[src/rtl/dma_req_pkg.sv]
package dma_req_pkg;

  typedef enum logic [1:0] {
    ST_IDLE = 2'd0,
    ST_WAIT = 2'd1,
    ST_XFER = 2'd2,
    ST_DONE = 2'd3
  } chanState_t;

  // strobes from control to datapath
  typedef struct packed {
    logic loadCount;
    logic decCount;
    logic issueAck;
  } ctlStrobes_t;

endpackage

[src/rtl/dma_req_datapath.sv]
module dma_req_datapath
  import dma_req_pkg::*;
#(
  parameter int CNT_W       = 16,
  parameter int SYNC_STAGES = 2
) (
  input  logic             clk,
  input  logic             rst,
  input  logic             reqIn,
  input  logic [1:0]       detectSel,
  input  logic             overrunSel,
  input  ctlStrobes_t      strobes,
  input  logic [CNT_W-1:0] countLoad,
  output logic             reqHit,
  output logic             sensitive,
  output logic             loadIsZero,
  output logic             countIsOne,
  output logic [CNT_W-1:0] countLeft,
  output logic             ackOut
);

  localparam int HOLD_W = $clog2(SYNC_STAGES + 1);
  localparam logic [HOLD_W-1:0] HOLD_INIT = HOLD_W'(SYNC_STAGES);

  // request synchronizer
  logic [SYNC_STAGES-1:0] syncChain;
  logic                   syncOut;
  logic                   prevSync;

  always_ff @(posedge clk) begin
    if (rst) syncChain[0] <= 1'b0;
    else     syncChain[0] <= reqIn;
  end

  for (genvar i = 1; i < SYNC_STAGES; i++) begin : g_sync
    always_ff @(posedge clk) begin
      if (rst) syncChain[i] <= 1'b0;
      else     syncChain[i] <= syncChain[i-1];
    end
  end

  assign syncOut = syncChain[SYNC_STAGES-1];

  always_ff @(posedge clk) begin
    if (rst) prevSync <= 1'b0;
    else     prevSync <= syncOut;
  end

  // detection: bit0 edge select, bit1 active sense
  logic edgeMode;
  logic activeLvl;
  logic levelHit;
  logic edgeHit;

  assign edgeMode  = detectSel[0];
  assign activeLvl = detectSel[1];
  assign levelHit  = (syncOut == activeLvl);
  assign edgeHit   = levelHit && (prevSync != activeLvl);
  assign reqHit    = edgeMode ? edgeHit : levelHit;

  // post-acknowledge holdoff
  logic [HOLD_W-1:0] holdCnt;

  always_ff @(posedge clk) begin
    if (rst)                   holdCnt <= '0;
    else if (strobes.loadCount) holdCnt <= '0;
    else if (strobes.issueAck)  holdCnt <= HOLD_INIT;
    else if (holdCnt != '0)     holdCnt <= holdCnt - 1'b1;
  end

  assign sensitive = (holdCnt == '0) || (!edgeMode && overrunSel);

  // transfer counter
  always_ff @(posedge clk) begin
    if (rst)                    countLeft <= '0;
    else if (strobes.loadCount) countLeft <= countLoad;
    else if (strobes.decCount)  countLeft <= countLeft - 1'b1;
  end

  assign loadIsZero = (countLoad == '0);
  assign countIsOne = (countLeft == CNT_W'(1));

  // acknowledge register
  always_ff @(posedge clk) begin
    if (rst) ackOut <= 1'b0;
    else     ackOut <= strobes.issueAck;
  end

  assert_ack_single_R7: assert property (@(posedge clk) disable iff (rst)
    ackOut |=> !ackOut);

  assert_count_load_R11: assert property (@(posedge clk) disable iff (rst)
    strobes.decCount && (countLeft != '0) |=> countLeft == $past(countLeft) - 1'b1);

endmodule

[src/rtl/dma_req_control.sv]
module dma_req_control
  import dma_req_pkg::*;
(
  input  logic        clk,
  input  logic        rst,
  input  logic        enable,
  input  logic        xferDone,
  input  logic        burstMode,
  input  logic        edgeMode,
  input  logic        reqHit,
  input  logic        sensitive,
  input  logic        loadIsZero,
  input  logic        countIsOne,
  output ctlStrobes_t strobes,
  output logic        xferCmd,
  output logic        doneFlag,
  output logic        acceptNow
);

  chanState_t state, stateNext;
  logic firstOfReq, firstNext;

  assign acceptNow = (state == ST_WAIT) && enable && reqHit && sensitive;

  always_comb begin
    stateNext = state;
    firstNext = firstOfReq;
    strobes   = '0;
    unique case (state)
      ST_IDLE: begin
        if (enable) begin
          strobes.loadCount = 1'b1;
          stateNext = loadIsZero ? ST_DONE : ST_WAIT;
        end
      end
      ST_WAIT: begin
        if (!enable) begin
          stateNext = ST_IDLE;
        end else if (acceptNow) begin
          stateNext = ST_XFER;
          firstNext = 1'b1;
        end
      end
      ST_XFER: begin
        if (!enable) begin
          stateNext = ST_IDLE;
        end else if (xferDone) begin
          strobes.decCount = 1'b1;
          strobes.issueAck = firstOfReq;
          firstNext = 1'b0;
          if (countIsOne)                stateNext = ST_DONE;
          else if (burstMode && edgeMode) stateNext = ST_XFER;
          else                            stateNext = ST_WAIT;
        end
      end
      ST_DONE: begin
        if (!enable) stateNext = ST_IDLE;
      end
      default: stateNext = ST_IDLE;
    endcase
  end

  always_ff @(posedge clk) begin
    if (rst) begin
      state      <= ST_IDLE;
      firstOfReq <= 1'b0;
    end else begin
      state      <= stateNext;
      firstOfReq <= firstNext;
    end
  end

  assign xferCmd  = (state == ST_XFER);
  assign doneFlag = (state == ST_DONE);

  assert_abort_R13: assert property (@(posedge clk) disable iff (rst)
    !enable |=> !xferCmd && !doneFlag);

  assert_accept_only_waiting_R8: assert property (@(posedge clk) disable iff (rst)
    xferCmd && !xferDone && enable |=> xferCmd);

endmodule

[src/rtl/dma_req_detect.sv]
module dma_req_detect
  import dma_req_pkg::*;
#(
  parameter int CNT_W       = 16,
  parameter int SYNC_STAGES = 2
) (
  input  logic             clk,
  input  logic             rst,
  input  logic             reqIn,
  input  logic [1:0]       detectSel,
  input  logic             overrunSel,
  input  logic             burstMode,
  input  logic [CNT_W-1:0] countLoad,
  input  logic             enable,
  input  logic             xferDone,
  output logic             xferCmd,
  output logic             ackOut,
  output logic [CNT_W-1:0] countLeft,
  output logic             doneFlag
);

  ctlStrobes_t strobes;
  logic reqHit, sensitive, loadIsZero, countIsOne, acceptNow;

  dma_req_datapath #(.CNT_W(CNT_W), .SYNC_STAGES(SYNC_STAGES)) u_dp (
    .clk        (clk),
    .rst        (rst),
    .reqIn      (reqIn),
    .detectSel  (detectSel),
    .overrunSel (overrunSel),
    .strobes    (strobes),
    .countLoad  (countLoad),
    .reqHit     (reqHit),
    .sensitive  (sensitive),
    .loadIsZero (loadIsZero),
    .countIsOne (countIsOne),
    .countLeft  (countLeft),
    .ackOut     (ackOut)
  );

  dma_req_control u_ctl (
    .clk        (clk),
    .rst        (rst),
    .enable     (enable),
    .xferDone   (xferDone),
    .burstMode  (burstMode),
    .edgeMode   (detectSel[0]),
    .reqHit     (reqHit),
    .sensitive  (sensitive),
    .loadIsZero (loadIsZero),
    .countIsOne (countIsOne),
    .strobes    (strobes),
    .xferCmd    (xferCmd),
    .doneFlag   (doneFlag),
    .acceptNow  (acceptNow)
  );

  assert_ack_after_done_R7: assert property (@(posedge clk) disable iff (rst)
    ackOut |-> $past(xferDone && xferCmd && enable));

  assert_count_dec_R11: assert property (@(posedge clk) disable iff (rst)
    xferDone && xferCmd && enable |=> countLeft == $past(countLeft) - 1'b1);

  assert_done_quiet_R11: assert property (@(posedge clk) disable iff (rst)
    doneFlag |-> !xferCmd && countLeft == '0);

  assert_holdoff_R9: assert property (@(posedge clk) disable iff (rst)
    ackOut && !xferCmd && !(overrunSel && !detectSel[0]) |=> !xferCmd);

  assert_stray_done_R14: assert property (@(posedge clk) disable iff (rst)
    xferDone && !xferCmd && !acceptNow && $past(enable) && enable && !$rose(enable)
      |=> $stable(countLeft) && !ackOut);

endmodule

[config.mk]
export PLATFORM = sky130hd
export DESIGN_NAME = dma_req_detect
export DESIGN_NICKNAME = d
export VERILOG_FILES = /design/src/rtl/dma_req_pkg.sv /design/src/rtl/dma_req_datapath.sv /design/src/rtl/dma_req_control.sv /design/src/rtl/dma_req_detect.sv
export SDC_FILE = /design/constraint.sdc
export NUM_CORES = 1
export LEC_CHECK = 0
export BUFFER_PORTS_ARGS = -buffer_cell sky130_fd_sc_hd__buf_4
export CAP_MARGIN = 40
export CORE_MARGIN = 2
export CORE_UTILIZATION = 54
export CTS_CLUSTER_DIAMETER = 30
export CTS_CLUSTER_SIZE = 20
export DETAILED_ROUTE_END_ITERATION = 12
export PLACE_DENSITY_LB_ADDON = 0.2
export SYNTH_ARGS = -nofsm -noshare
export SYNTH_HDL_FRONTEND = slang
export SYNTH_SLANG_ARGS = --single-unit
[constraint.sdc]
create_clock -name clk -period 5.9 [get_ports clk]
set_input_delay 0.59 -clock clk [delete_from_list [all_inputs] [get_ports clk]]
set_output_delay 0.59 -clock clk [all_outputs]
set_load 0.005 [all_outputs]
==> run_results.csv <==
group,metric,value,unit
outcome,status,"completed",
clock_tree,cts_tree,"built",
grt,grt_max_degree,27,
synthesis,synth.cells.most_frequent,"dfxtp_1, nor2_1, a21oi_1",
setup_path,end_kind,"flop",
detailed_routing,wl,3.91,mm
clock_tree,cts_setup_buffers,0,
detailed_routing,drt_iter0_drc,91,
synthesis,synthArstFlopShare,0,
synthesis,synth_compound_area_frac,0.245,
synthesis,yosys.area_share.simple,0.285,
floorplanning,num_rows,18,
floorplanning,die_area,2960,µm²
timing,finalCritPeriodShare,0.356,
timing,finalSetupViolations,0,
setup_path,arrival,2370,ps
grt,gr-total-overflow,0,
clock_tree,cts-resized-gates,0,
synthesis,syn-num-nets,204,
timing,skew,17.0,ps
place,numPortBuffers,43,
cells_and_area,multiInputGateArea,808,µm²
clock_tree,h-tree-depth,1,
synthesis,synth_seq_cells,25,
cells_and_area,nets,243,
synthesis,synth_top_family_by_area,"simple AND/OR/NAND/NOR gates",
cells_and_area,fillCellCount,206,
synthesis,yosysSeqAreaShare,0.364,
detailed_routing,avgViaCountPerCell,6.25,
timing,slew_headroom,0.520,
timing,fmax,477,MHz
run,cap_violations,0,
synthesis,avgSynthCellArea,7.76,µm²
cells_and_area,register_area,500,µm²
floorplanning,die_w,54.4,µm
clock_tree,cts_root_buf,"clkbuf_4",
synthesis,synth_edf_count,0,
grt,grt_pass1_wl,6.02,mm
detailed_routing,wl_per_cell,16.0,µm
timing,hold_violations,0,
detailed_routing,drc,0,
floorplanning,initial_core_util,0.560,
detailed_routing,num_vias,1532,
synthesis,ys_warn_count,0,
synthesis,syn_inst,177,
timing,slew_viol_final,0,
floorplanning,die_h,54.4,µm
place,gp_congestion,0.893,
synthesis,synthXorXnorAreaFrac,0.0319,
synthesis,synthMuxAreaShare,0.00820,
setup_path,slowest_stage,"or4_4",
setup_path,crit_chain,"or4_4 > or3_4 > nor3_2 > mux2_1 > a21oi_1",
synthesis,synthTopCellsByArea,"dfxtp_1, a21oi_1, nor2_1",
synthesis,synth.cell_area,1370,µm²
synthesis,yosysTopAreaCellShare,0.364,
clock_tree,clkSinkCount,25,
clock_tree,clk_pin_slew,150,ps
setup_path,crit_required,6180,ps
power,power.density,233,nW/µm²
clock_tree,cts_inserted_buffers,3,
cells_and_area,insertedDiodeCount,0,
setup_path,critPathKind,"reg -> reg",
setup_path,setup.worst_path.start_class,"flop",
floorplanning,ios,44,
power,leakagePower,0.711,nW
grt,grt_usage,0.283,
clock_tree,clock_latency,330,ps
synthesis,synth_cell_types,40,
setup_path,cpPeakStageDelay,590,ps
synthesis,yosysMostFrequentCell,"dfxtp_1",
synthesis,synth_flop_cell,"dfxtp_1",
timing,rsz0062_at_grt,"false",
grt,antenna_found_initial,0,
power,peakVddDrop,184,µV
clock_tree,cts.path.max_buffers,2,
timing,worst_slew_pin_slew,714,ps
synthesis,yosysTopAreaCell,"dfxtp_1",
grt,first_global_vias,1330,
timing,fin_crit,2100,ps
timing,hold_slack,465,ps
min_path,hold_path.class,"reg -> reg",
setup_path,crit_fanout,8,
synthesis,synth_fa_ha_area_frac,0.0182,
detailed_routing,dr.pass1.iters,4,
cells_and_area,drive_gt1_frac,0.233,
clock_tree,cts_hold_buf,0,
place,hpwl,2.81,mm
cells_and_area,syn2layout_area_growth,25.9,%
timing,tns,0,ps
floorplanning,core_region_area,2450,µm²
detailed_routing,antenna_left,0,
==> flip-flops by register name, indices dropped and copies added, names as in the netlist <==
register and count:
u_dp.ackOut 1, u_ctl.state 2, u_dp.prevSync 1, u_dp.syncChain 1
u_ctl.firstOfReq 1, u_dp.holdCnt 2, u_dp.syncOut 1, u_dp.countLeft 16
==> cell usage in the layout, fill, tap and decap left out, drive strengths merged, types with 5 or more instances in the layout <==
cell type and instances:
buf 44, inv 7, nor3 6, nor2 21, nand2 14, nor2b 5, dfxtp 25, a21oi 20
o21ai 8, nor4 8, a22oi 7
==> metal layers <==
layer	GRT usage	up-vias	share of wire
li1	-	734	-
met1	0.369	706	0.41
met2	0.458	85	0.47
met3	0.0628	7	0.10
met4	0.100	0	0.016
met5	0	-	0
==> worst paths after layout <==
path	from	to	slack (ps)	depth (start not counted)
worst max-delay path	u_dp.countLeft[7]	u_dp.countLeft[15]	3800	5
worst min-delay path	u_dp.syncChain[0]	u_dp.syncOut	470	1
worst max register to register	u_dp.countLeft[7]	u_dp.countLeft[15]	3800	5
worst min register to register	u_dp.syncChain[0]	u_dp.syncOut	470	1
==> through the flow <==
step	total power, W	instance area, µm²	instances	setup slack (ps)	util
final	0.000403	1730	245	3800	0.704
after global placement	0.000319	1700	241	3940	0.694
after floorplan	0.000273	1370	177	3960	-
after CTS	0.000400	1730	245	3810	0.704
after detailed placement	0.000323	1700	241	3860	0.694
after global routing	0.000422	1730	245	3780	0.704
==> worst max-delay path, delay by kind of cell (launching register included) <==
kind             cells  cell delay [ps]
AO/OA/AOI/OAI        1              160
multiplexers         1              350
AND/OR/NAND/NOR      3             1120
flip-flops           1              410
==> kinds of logic after synthesis <==
kind of cell / Yosys count
and+or+nand+nor: 74
AOI/OAI and AO/OA: 53
DFF: 25
xor gates and xnor gates: 5
buffers and inverters: 17
adders and majority gates: 2
muxes: 1
==> layout make-up <==
| cell class | count | area share |
|---|---|---|
| Inverter | 7 | 0.0152 |
| Sequential cell | 25 | 0.289 |
| Clock buffer | 4 | 0.0152 |
| Tap cell | 30 | 0.0217 |
| Multi-Input combinational cell | 135 | 0.467 |
| Timing Repair Buffer | 44 | 0.191 |
==> report_power, final <==
part | internal [W] | total [W] | switching, W | leakage, nW
clock | 0.0000266 | 0.0000801 | 0.0000535 | 0.0150
sequential | 0.000182 | 0.000202 | 0.0000202 | 0.205
combinational | 0.0000584 | 0.000121 | 0.0000624 | 0.491
total | 0.000267 | 0.000403 | 0.000136 | 0.711
No activity file was read; power rests on OpenSTA's default activity.
